## config.mk

```make
export PLATFORM = sky130hd
export DESIGN_NAME = pgate_seq
export DESIGN_NICKNAME = d
export VERILOG_FILES = /design/src/rtl/pgate_pkg.sv /design/src/rtl/pgate_ack_sync.sv /design/src/rtl/pgate_window_calc.sv /design/src/rtl/pgate_tick_ctr.sv /design/src/rtl/pgate_seq.sv
export SDC_FILE = /design/constraint.sdc
export NUM_CORES = 1
export LEC_CHECK = 0
export CAP_MARGIN = 25
export CORE_MARGIN = 4
export CORE_UTILIZATION = 66
export DETAILED_ROUTE_END_ITERATION = 8
export GPL_TIMING_DRIVEN = 0
export PLACE_DENSITY = 0.88
export SYNTH_ARGS = -nofsm -noshare
export SYNTH_HDL_FRONTEND = slang
export SYNTH_SLANG_ARGS = --single-unit
```

## constraint.sdc

```tcl
create_clock -name clk -period 9.3 [get_ports clk]
set_input_delay 1.395 -clock clk [delete_from_list [all_inputs] [get_ports clk]]
set_output_delay 1.395 -clock clk [all_outputs]
set_load 0.05 [all_outputs]
```

## src/rtl/pgate_pkg.sv

```systemverilog
package pgate_pkg;
   typedef enum logic [2:0] {
      ST_IDLE  = 3'd0,
      ST_ON    = 3'd1,
      ST_OFF   = 3'd2,
      ST_HOLD  = 3'd3,
      ST_SPENT = 3'd4
   } pg_state_e;
endpackage

```

## src/rtl/pgate_ack_sync.sv

```systemverilog
module pgate_ack_sync #(
   parameter int STAGES = 2
) (
   input  logic clk,
   input  logic rst_n,
   input  logic ack_async,
   output logic ack_rise
);
   logic [STAGES-1:0] sync_q;
   logic              last_q;

   genvar gi;
   generate
      for (gi = 0; gi < STAGES; gi++) begin : g_stage
         if (gi == 0) begin : g_first
            always_ff @(posedge clk or negedge rst_n) begin
               if (!rst_n) sync_q[0] <= 1'b0;
               else        sync_q[0] <= ack_async;
            end
         end else begin : g_next
            always_ff @(posedge clk or negedge rst_n) begin
               if (!rst_n) sync_q[gi] <= 1'b0;
               else        sync_q[gi] <= sync_q[gi-1];
            end
         end
      end
   endgenerate

   always_ff @(posedge clk or negedge rst_n) begin
      if (!rst_n) last_q <= 1'b0;
      else        last_q <= sync_q[STAGES-1];
   end

   assign ack_rise = sync_q[STAGES-1] & ~last_q;
endmodule

```

## src/rtl/pgate_window_calc.sv

```systemverilog
module pgate_window_calc #(
   parameter int IW          = 16,
   parameter int GUARD_TICKS = 50,
   localparam int CW         = IW + 1
) (
   input  logic [IW-1:0] interval_ticks,
   output logic [CW-1:0] on_len,
   output logic [CW-1:0] period_len
);
   localparam logic [CW-1:0] GUARD_W = CW'(GUARD_TICKS);
   localparam logic [CW-1:0] ONE_W   = CW'(1);

   logic [CW-1:0] intv_w;
   assign intv_w = CW'(interval_ticks);

   generate
      if (GUARD_TICKS == 0) begin : g_no_guard
         assign on_len = (intv_w == '0) ? ONE_W : intv_w;
      end else begin : g_guard
         assign on_len = (intv_w > GUARD_W) ? (intv_w - GUARD_W) : ONE_W;
      end
   endgenerate

   assign period_len = (intv_w > on_len) ? intv_w : (on_len + ONE_W);
endmodule

```

## src/rtl/pgate_tick_ctr.sv

```systemverilog
module pgate_tick_ctr #(
   parameter int CW = 17
) (
   input  logic          clk,
   input  logic          rst_n,
   input  logic          clr,
   input  logic          adv,
   output logic [CW-1:0] count
);
   always_ff @(posedge clk or negedge rst_n) begin
      if (!rst_n)   count <= '0;
      else if (clr) count <= '0;
      else if (adv) count <= count + CW'(1);
   end
endmodule

```

## src/rtl/pgate_seq.sv

```systemverilog
module pgate_seq
   import pgate_pkg::*;
#(
   parameter int IW          = 16,
   parameter int GUARD_TICKS = 50,
   parameter int SYNC_STAGES = 2
) (
   input  logic          clk,
   input  logic          rst_n,
   input  logic          tick_en,
   input  logic [IW-1:0] interval_ticks,
   input  logic          cfg_done,
   input  logic          periodic_mode,
   input  logic          ack_in,
   input  logic          man_hold,
   output logic          drv_n
);
   localparam int CW = IW + 1;

   generate
      if (IW < 2) begin : g_bad_width
         $error("pgate_seq: IW must be at least 2");
      end
      if (GUARD_TICKS < 0 || GUARD_TICKS >= (2 ** IW)) begin : g_bad_guard
         $error("pgate_seq: GUARD_TICKS must fit in IW bits");
      end
      if (SYNC_STAGES < 2) begin : g_bad_sync
         $error("pgate_seq: SYNC_STAGES must be at least 2");
      end
   endgenerate

   pg_state_e     state_q, state_d;
   logic          man_prev_q;
   logic          man_rise;
   logic          ack_rise;
   logic          cnt_clr, cnt_adv;
   logic [CW-1:0] cnt_q, cnt_inc;
   logic [CW-1:0] on_len, period_len;

   pgate_ack_sync #(.STAGES(SYNC_STAGES)) u_ack (
      .clk       (clk),
      .rst_n     (rst_n),
      .ack_async (ack_in),
      .ack_rise  (ack_rise)
   );

   pgate_window_calc #(.IW(IW), .GUARD_TICKS(GUARD_TICKS)) u_calc (
      .interval_ticks (interval_ticks),
      .on_len         (on_len),
      .period_len     (period_len)
   );

   pgate_tick_ctr #(.CW(CW)) u_ctr (
      .clk   (clk),
      .rst_n (rst_n),
      .clr   (cnt_clr),
      .adv   (cnt_adv),
      .count (cnt_q)
   );

   assign cnt_inc  = cnt_q + CW'(1);
   assign man_rise = man_hold & ~man_prev_q;

   always_comb begin
      state_d = state_q;
      cnt_clr = 1'b0;
      cnt_adv = 1'b0;
      unique case (state_q)
         ST_IDLE: begin
            if (cfg_done) begin
               cnt_clr = 1'b1;
               state_d = man_rise ? ST_HOLD : ST_ON;
            end
         end
         ST_ON: begin
            cnt_adv = tick_en;
            if (tick_en && (cnt_inc >= on_len))   state_d = ST_OFF;
            else if (ack_rise && !man_hold)       state_d = ST_OFF;
         end
         ST_OFF: begin
            if (man_rise) begin
               cnt_clr = 1'b1;
               state_d = ST_HOLD;
            end else if (tick_en && (cnt_inc >= period_len)) begin
               cnt_clr = 1'b1;
               state_d = periodic_mode ? ST_ON : ST_SPENT;
            end else begin
               cnt_adv = tick_en;
            end
         end
         ST_SPENT: begin
            if (man_rise) begin
               cnt_clr = 1'b1;
               state_d = ST_HOLD;
            end
         end
         ST_HOLD: begin
            cnt_clr = 1'b1;
            if (!man_hold) state_d = ST_ON;
         end
         default: state_d = ST_IDLE;
      endcase
   end

   always_ff @(posedge clk or negedge rst_n) begin
      if (!rst_n) begin
         state_q    <= ST_IDLE;
         man_prev_q <= 1'b0;
      end else begin
         state_q    <= state_d;
         man_prev_q <= man_hold;
      end
   end

   assign drv_n = !((state_q == ST_ON) || (state_q == ST_HOLD));
endmodule

```

==> results of run 1 <==
-- placed cells by master (no fill, tap or decap), drive strengths merged, types with 17 or more instances in the layout --
cell type	n
ha	39
nand2	21
xor2	18
nor4	20
nor3	30
nor2	29
clkdlybuf4s50	19
dfrtp	24
clkbuf	23
inv	17
a21oi	21
-- final timing paths --
check	end	slack [ns]	cells after the start
max	u_ctr.count[14]	0.88	25
min	u_ack.sync_q[1]	0.35	0
max reg2reg	u_ctr.count[14]	4.31	15
min reg2reg	u_ack.sync_q[1]	0.35	0
max in group asynchronous	u_ack.last_q	7.49	2
min in group asynchronous	u_ctr.count[13]	1.38	1
-- area by class of cell --
type | count | area share
buffer | 24 | 0.0322
clock buffer | 3 | 0.0108
clock inverter | 1 | 0.00789
inverter | 17 | 0.0168
multi-input combinational | 359 | 0.698
sequential | 24 | 0.158
tap | 70 | 0.0230
timing repair buffer | 20 | 0.0539
-- per-layer routing --
layer | vias up | global-route usage | wire [um]
met3 | 24 | 0.0112 | 378
met5 | - | 0 | 0
li1 | 1668 | - | -
met1 | 1593 | 0.354 | 3880
met2 | 125 | 0.536 | 4540
met4 | 0 | 0.0845 | 223
-- registers in the layout, summed over array words and instances (netlist names) --
signal / flops
state_q: 3
man_prev_q: 1
u_ctr.count: 17
u_ack.last_q: 1
u_ack.sync_q: 2
-- where the power goes --
part | switching [W] | internal (W)
logic | 0.000151 | 0.0000901
registers | 0.00000908 | 0.000112
clock network | 0.0000328 | 0.0000575
total | 0.000193 | 0.000260
-- worst register-to-register path, stage by stage (launching register included) --
cell and delay, ns:
sky130_fd_sc_hd__dfrtp_1 0.48, sky130_fd_sc_hd__ha_1 0.27, sky130_fd_sc_hd__and3_1 0.26, sky130_fd_sc_hd__nand3_1 0.21, sky130_fd_sc_hd__nor3_1 0.59, sky130_fd_sc_hd__and4_1 0.38, sky130_fd_sc_hd__and3_1 0.24, sky130_fd_sc_hd__xor2_1 0.27
sky130_fd_sc_hd__ha_1 0.30, sky130_fd_sc_hd__nand4_1 0.07, sky130_fd_sc_hd__inv_1 0.05, sky130_fd_sc_hd__a221oi_1 0.53, sky130_fd_sc_hd__o211a_1 0.32, sky130_fd_sc_hd__clkbuf_1 0.39, sky130_fd_sc_hd__nor3_1 0.12, sky130_fd_sc_hd__nor4_1 0.39
-- stage by stage --
step                      worst slack (ns)  cell area [um^2]  cells  power [W]
after floorplan                       2.58              3440    424   0.000292
after global placement               0.832              3720    513   0.000350
after detailed placement             0.657              3720    513   0.000358
after CTS                            0.942              3790    517   0.000449
after global routing                 0.485              3810    518   0.000484
final                                0.876              3810    518   0.000453
-- kinds of logic after synthesis --
logic type                 count (synthesis)  share of synthesized area
AOI/OAI and AO/OA                        106                      0.236
xor gates and xnor gates                  33                     0.0840
adders and majority gates                 39                      0.142
buffers and inverters                     41                     0.0542
DFF                                       24                      0.174
muxes                                     15                     0.0436
and+or+nand+nor                          166                      0.266
==> metrics.log, run 1 <==
INFO  metric status = finished, final reports clean
INFO  metric drt-wirelength-per-cell = 17.4 um
INFO  metric syn-num-nets = 486
INFO  metric boundaryPins = 24
INFO  metric cp-start-kind = primary input
INFO  metric syn_avg_cell_area = 8.12 um^2
INFO  metric cts-resized-gates = 0
INFO  metric holdCritPathClass = flop to flop
INFO  metric cts_tree = built
INFO  metric placementRows = 26
INFO  metric drive_above_1_share = 0.0469
INFO  metric path_clk_slew = 0.09 ns
INFO  metric pin_count_of_the_biggest_net_entering_global_routing = 25
INFO  metric synth_largest_type_area_fraction = 0.174
INFO  metric combined_flip_flop_and_latch_cell_area = 601 um^2
INFO  metric routed_via_density = 6.58
INFO  metric final.period_utilization = 0.906
INFO  metric worst_setup_path_end_kind = flop
INFO  metric final_util = 0.750
INFO  metric timing.clock.skew = 0.00629 ns
INFO  metric crit_path_top_delay_cell = sky130_fd_sc_hd__a2111oi_0
INFO  metric synth.largest_area_cell = sky130_fd_sc_hd__dfrtp_1
INFO  metric hold_path.startpoint = u_ack.sync_q[0]
INFO  metric start_util = 0.678
INFO  metric global_placer_s_final_weighted_congestion = 0.926
INFO  metric detail_route.wirelength = 9020 um
INFO  metric critical_path.max_fanout = 10
INFO  metric grt_usage = 0.287
INFO  metric netlist_top_cells_count = sky130_fd_sc_hd__ha_1, sky130_fd_sc_hd__nor3_1, sky130_fd_sc_hd__nor2_1
INFO  metric netlist_instances = 424
INFO  metric cellLeakagePower = 1.91 nW
INFO  metric worstReg2RegStart = u_ctr.count[0]
INFO  metric period_needed = 8.42 ns
INFO  metric drtIter0Drc = 199
INFO  metric synth-edff-count = 0
INFO  metric worst_ep_required_time = 9.42 ns
INFO  metric clock_tree.buffer_depth = 2
INFO  metric core_area = 5070 um^2
INFO  metric netlist_area = 3440 um^2
INFO  metric fillers = 408
INFO  metric ys_seq_area_frac = 0.174
INFO  metric synth_seq_cells = 24
INFO  metric layout.nets = 511
INFO  metric port_buffers = 19
INFO  metric postRouteAntennaNets = 0
INFO  metric tritoncts.num_buffers = 3
INFO  metric floorplan.die.width = 80.2 um
INFO  metric crit_arrival = 8.55 ns
INFO  metric worstPathBufferInverterCount = 6
INFO  metric insertion_delay = 0.27 ns
INFO  metric post_detail_place_hpwl = 7060 um
INFO  metric yosys.cell_count.top_type = sky130_fd_sc_hd__ha_1
INFO  metric firstDrtPassIters = 5
INFO  metric tns = 0 ns
INFO  metric die_area = 6430 um^2
INFO  metric cellPowerDensity = 119 nW/um^2
INFO  metric maxSlewHeadroom = 0.321
INFO  metric multi_input_area = 2660 um^2
INFO  metric grt_pass1_vias = 3373
INFO  metric vert_die_dim = 80.2 um
INFO  metric cts_hold_repair.buffers = 0
INFO  metric syn_to_final_growth = 10.6%
INFO  metric grt_overflow = 0
INFO  metric worst_ir_drop_vdd = 143 uV
INFO  metric timing.final.hold_violations = 0
INFO  metric routed-via-count = 3410
INFO  metric clock_sinks = 24
INFO  metric first_pass_grt_wire_length = 15100 um
INFO  metric antennaDiodeCount = 0
INFO  metric synthDistinctLibCells = 61
INFO  metric ys_warn_count = 0
INFO  metric worst_margin_slew = 1.00 ns
INFO  metric critPathTopFamily = compound AO/OA/AOI/OAI gates
INFO  metric async_flop_share = 1.00
INFO  metric postCtsSetupRepairBufs = 0
INFO  metric slowest_delay = 0.71 ns
INFO  metric fmax = 119 MHz
INFO  metric whs = 0.352 ns
INFO  metric postSynth.topFlopCell = sky130_fd_sc_hd__dfrtp_1
INFO  metric clock-root-buffer = sky130_fd_sc_hd__clkbuf_8
INFO  metric remaining_drc_errors = 0
INFO  metric max-cap-violations = 0
INFO  metric h-tree-depth = 1
INFO  metric grt_setup_unrepaired = false
INFO  metric setup.worst_path.class = primary input to flop
INFO  metric post_synth_main_area_contributors = sky130_fd_sc_hd__dfrtp_1, sky130_fd_sc_hd__ha_1, sky130_fd_sc_hd__o211a_1, sky130_fd_sc_hd__xor2_1, sky130_fd_sc_hd__mux2i_1
INFO  metric antenna_found_initial = 0
INFO  metric final_max_slew_viol_count = 0
INFO  metric worstSetupStartpoint = interval_ticks[1]
INFO  metric finalSetupViolCount = 0
No activity file was read; power rests on OpenSTA's default activity.
==> run 2: changes to the inputs <==
--- a/config.mk
+++ b/config.mk
@@ -11,6 +11,7 @@
 export DETAILED_ROUTE_END_ITERATION = 8
 export GPL_TIMING_DRIVEN = 0
 export PLACE_DENSITY = 0.88
+export RECOVER_POWER = 50
 export SYNTH_ARGS = -nofsm -noshare
 export SYNTH_HDL_FRONTEND = slang
 export SYNTH_SLANG_ARGS = --single-unit
==> run 2 against run 1 <==
Compared with the run above:
- final cell count stayed put
- via count is 0.47% higher
- fmax is 0.26% higher
- flip-flop and latch count stayed put
- clock power hardly changed
- worst hold slack better by 0.00091 ns
- global-route usage stayed put
- non-clock buffer count stayed put
- worst setup slack better by 0.022 ns
- sequential power hardly changed
- critical path type unchanged
==> metrics.log, run 2 (synthesis gave the netlist of run 1 again) <==
INFO  metric status = finished, final reports clean (unchanged)
INFO  metric slowest_delay = 0.70 ns (was 0.71 ns)
INFO  metric syn_to_final_growth = 10.3% (was 10.6%)
INFO  metric routed-via-count = 3426 (was 3410)
INFO  metric postCtsSetupRepairBufs = 0 (unchanged)
INFO  metric critical_path.max_fanout = 10 (unchanged)
INFO  metric min_path_cells = 0 (unchanged)
INFO  metric post_route_cell_area = 3790 um^2 (was 3810 um^2)
INFO  metric start_util = 0.678 (unchanged)
INFO  metric finalSetupViolCount = 0 (unchanged)
INFO  metric antenna_found_initial = 0 (unchanged)
INFO  metric placementRows = 26 (unchanged)
INFO  metric worstPathBufferInverterCount = 6 (unchanged)
INFO  metric maxSlewHeadroom = 0.311 (was 0.321)
INFO  metric core_area = 5070 um^2 (unchanged)
INFO  metric vert_die_dim = 80.2 um (unchanged)
INFO  metric cp-start-kind = primary input (unchanged)
INFO  metric path_clk_slew = 0.09 ns (about the same)
INFO  metric first_pass_grt_wire_length = 15100 um (unchanged)
INFO  metric dpl-instance-area = 3720 um^2 (unchanged)
INFO  metric worstSetupPathDepth = 25 (unchanged)
INFO  metric remaining_drc_errors = 0 (unchanged)
INFO  metric worst_margin_slew = 1.02 ns (was 1.00 ns)
INFO  metric worst_reg2reg_setup_slack = 4.26 ns (was 4.31 ns)
INFO  metric worst_setup_path_end_kind = flop (unchanged)
INFO  metric timing.final.hold_violations = 0 (unchanged)
INFO  metric dpl.cell_count = 513 (unchanged)
INFO  metric reg_top3 = u_ctr.count: 17 flops, state_q: 3 flops, u_ack.sync_q: 2 flops (unchanged)
INFO  metric cellLeakagePower = 1.90 nW (was 1.91 nW)
INFO  metric cts_hold_repair.buffers = 0 (unchanged)
INFO  metric die_area = 6430 um^2 (unchanged)
INFO  metric firstDrtPassIters = 5 (unchanged)
INFO  metric max-cap-violations = 0 (unchanged)
INFO  metric period_needed = 8.40 ns (was 8.42 ns)
INFO  metric timing.clock.skew = 0.00562 ns (was 0.00629 ns)
INFO  metric timing.hold.worst_endpoint = u_ack.sync_q[1] (unchanged)
INFO  metric tritoncts.num_buffers = 3 (unchanged)
INFO  metric setup.worst_path.class = primary input to flop (unchanged)
INFO  metric floorplan.die.width = 80.2 um (unchanged)
INFO  metric crit_path_top_delay_cell = sky130_fd_sc_hd__nor3_1 (was sky130_fd_sc_hd__a2111oi_0)
INFO  metric clock_sinks = 24 (unchanged)
INFO  metric antennaDiodeCount = 0 (unchanged)
INFO  metric worstRegToRegCells = 15 (unchanged)
INFO  metric worst_r2r_endpoint = u_ctr.count[14] (unchanged)
INFO  metric insertion_delay = 0.27 ns (about the same)
INFO  metric drtIter0Drc = 193 (was 199)
INFO  metric leading_cell_type_in_the_layout_fill_and_taps_excluded = sky130_fd_sc_hd__ha_1 (unchanged)
INFO  metric postRouteAntennaNets = 0 (unchanged)
INFO  metric clock_tree.buffer_depth = 2 (unchanged)
INFO  metric detail_route.wirelength = 9050 um (was 9020 um)
INFO  metric boundaryPins = 24 (unchanged)
INFO  metric routed_via_density = 6.61 (was 6.58)
INFO  metric drive_above_1_share = 0.0446 (was 0.0469)
INFO  metric drt-wirelength-per-cell = 17.5 um (was 17.4 um)
INFO  metric largest_register_ffs = 17 (unchanged)
INFO  metric grt_pass1_vias = 3373 (unchanged)
INFO  metric layout.nets = 511 (unchanged)
INFO  metric final.period_utilization = 0.903 (was 0.906)
INFO  metric pin_count_of_the_biggest_net_entering_global_routing = 25 (unchanged)
INFO  metric hold_path.startpoint = u_ack.sync_q[0] (unchanged)
INFO  metric holdCritPathClass = flop to flop (unchanged)
INFO  metric cts_tree = built (unchanged)
INFO  metric grt_setup_unrepaired = false (unchanged)
INFO  metric grt_usage = 0.287 (unchanged)
INFO  metric port_buffers = 19 (unchanged)
INFO  metric clock-root-buffer = sky130_fd_sc_hd__clkbuf_8 (unchanged)
INFO  metric global_placer_s_final_weighted_congestion = 0.926 (unchanged)
INFO  metric register_ranked_first_by_flip_flop_count = u_ctr.count (unchanged)
INFO  metric grt_overflow = 0 (unchanged)
INFO  metric worst_ep_required_time = 9.42 ns (about the same)
INFO  metric worst_ir_drop_vdd = 143 uV (about the same)
INFO  metric tns = 0 ns (unchanged)
INFO  metric cellPowerDensity = 119 nW/um^2 (about the same)
INFO  metric layout.cells.most_common_list = sky130_fd_sc_hd__ha_1, sky130_fd_sc_hd__nor3_1, sky130_fd_sc_hd__nor2_1 (unchanged)
INFO  metric fmax = 119 MHz (about the same)
INFO  metric worstReg2RegStart = u_ctr.count[0] (unchanged)
INFO  metric h-tree-depth = 1 (unchanged)
INFO  metric crit_arrival = 8.53 ns (was 8.55 ns)
INFO  metric critPathTopFamily = compound AO/OA/AOI/OAI gates (unchanged)
INFO  metric final-instance-count-excl-fill = 518 (unchanged)
INFO  metric post_detail_place_hpwl = 7060 um (unchanged)
INFO  metric final_max_slew_viol_count = 0 (unchanged)
INFO  metric cts-resized-gates = 0 (unchanged)
## run 2: changes by cell type in the layout (fill, tap and decap cells not counted)
cell | previous run | this run
sky130_fd_sc_hd__buf_8 | 1 | 0
sky130_fd_sc_hd__dlygate4sd3_1 | 0 | 3
sky130_fd_sc_hd__clkbuf_1 | 20 | 21
sky130_fd_sc_hd__clkdlybuf4s50_1 | 19 | 16
## run 2: worst max path at each step
stage | start | to | slack [ns]
after floorplan | interval_ticks[7] | u_ctr.count[10] | 2.58
after global placement | interval_ticks[1] | u_ctr.count[14] | 0.83
after detailed placement | interval_ticks[1] | u_ctr.count[14] | 0.66
after CTS | interval_ticks[1] | u_ctr.count[14] | 0.94
after global routing | interval_ticks[1] | u_ctr.count[14] | 0.49
final | interval_ticks[1] | u_ctr.count[14] | 0.90
## run 2: per-stage QoR
step | total power, W | hold slack [ns] | util | setup WS (ns)
4_1_cts | 0.000449 | 0.353 | 0.747 | 0.942
3_3_place_gp | 0.000350 | 0.336 | 0.733 | 0.832
3_5_place_dp | 0.000358 | 0.335 | 0.733 | 0.657
5_1_grt | 0.000483 | 0.363 | 0.748 | 0.485
2_1_floorplan | 0.000292 | 0.331 | - | 2.58
6_report | 0.000452 | 0.353 | 0.748 | 0.897
## run 2: metal layers
metal | routed length (um) | up-vias | GRT usage
li1 | - | 1667 | -
met1 | 3910 | 1594 | 0.354
met2 | 4510 | 137 | 0.536
met3 | 376 | 28 | 0.0112
met4 | 253 | 0 | 0.0845
met5 | 0 | - | 0
## run 2: report_power, final
group	internal, W	switching, W
Clock	0.0000575	0.0000329
Sequential	0.000112	0.00000908
Combinational	0.0000892	0.000151
Total	0.000259	0.000193
## run 2: final cells by class
cell class	instances	area, um^2
clock inverter	1	30.0
tap	70	87.6
timing repair buffer	20	194
sequential	24	601
fill	410	1280
buffer	24	123
multi-input combinational	359	2660
clock buffer	3	41.3
inverter	17	63.8
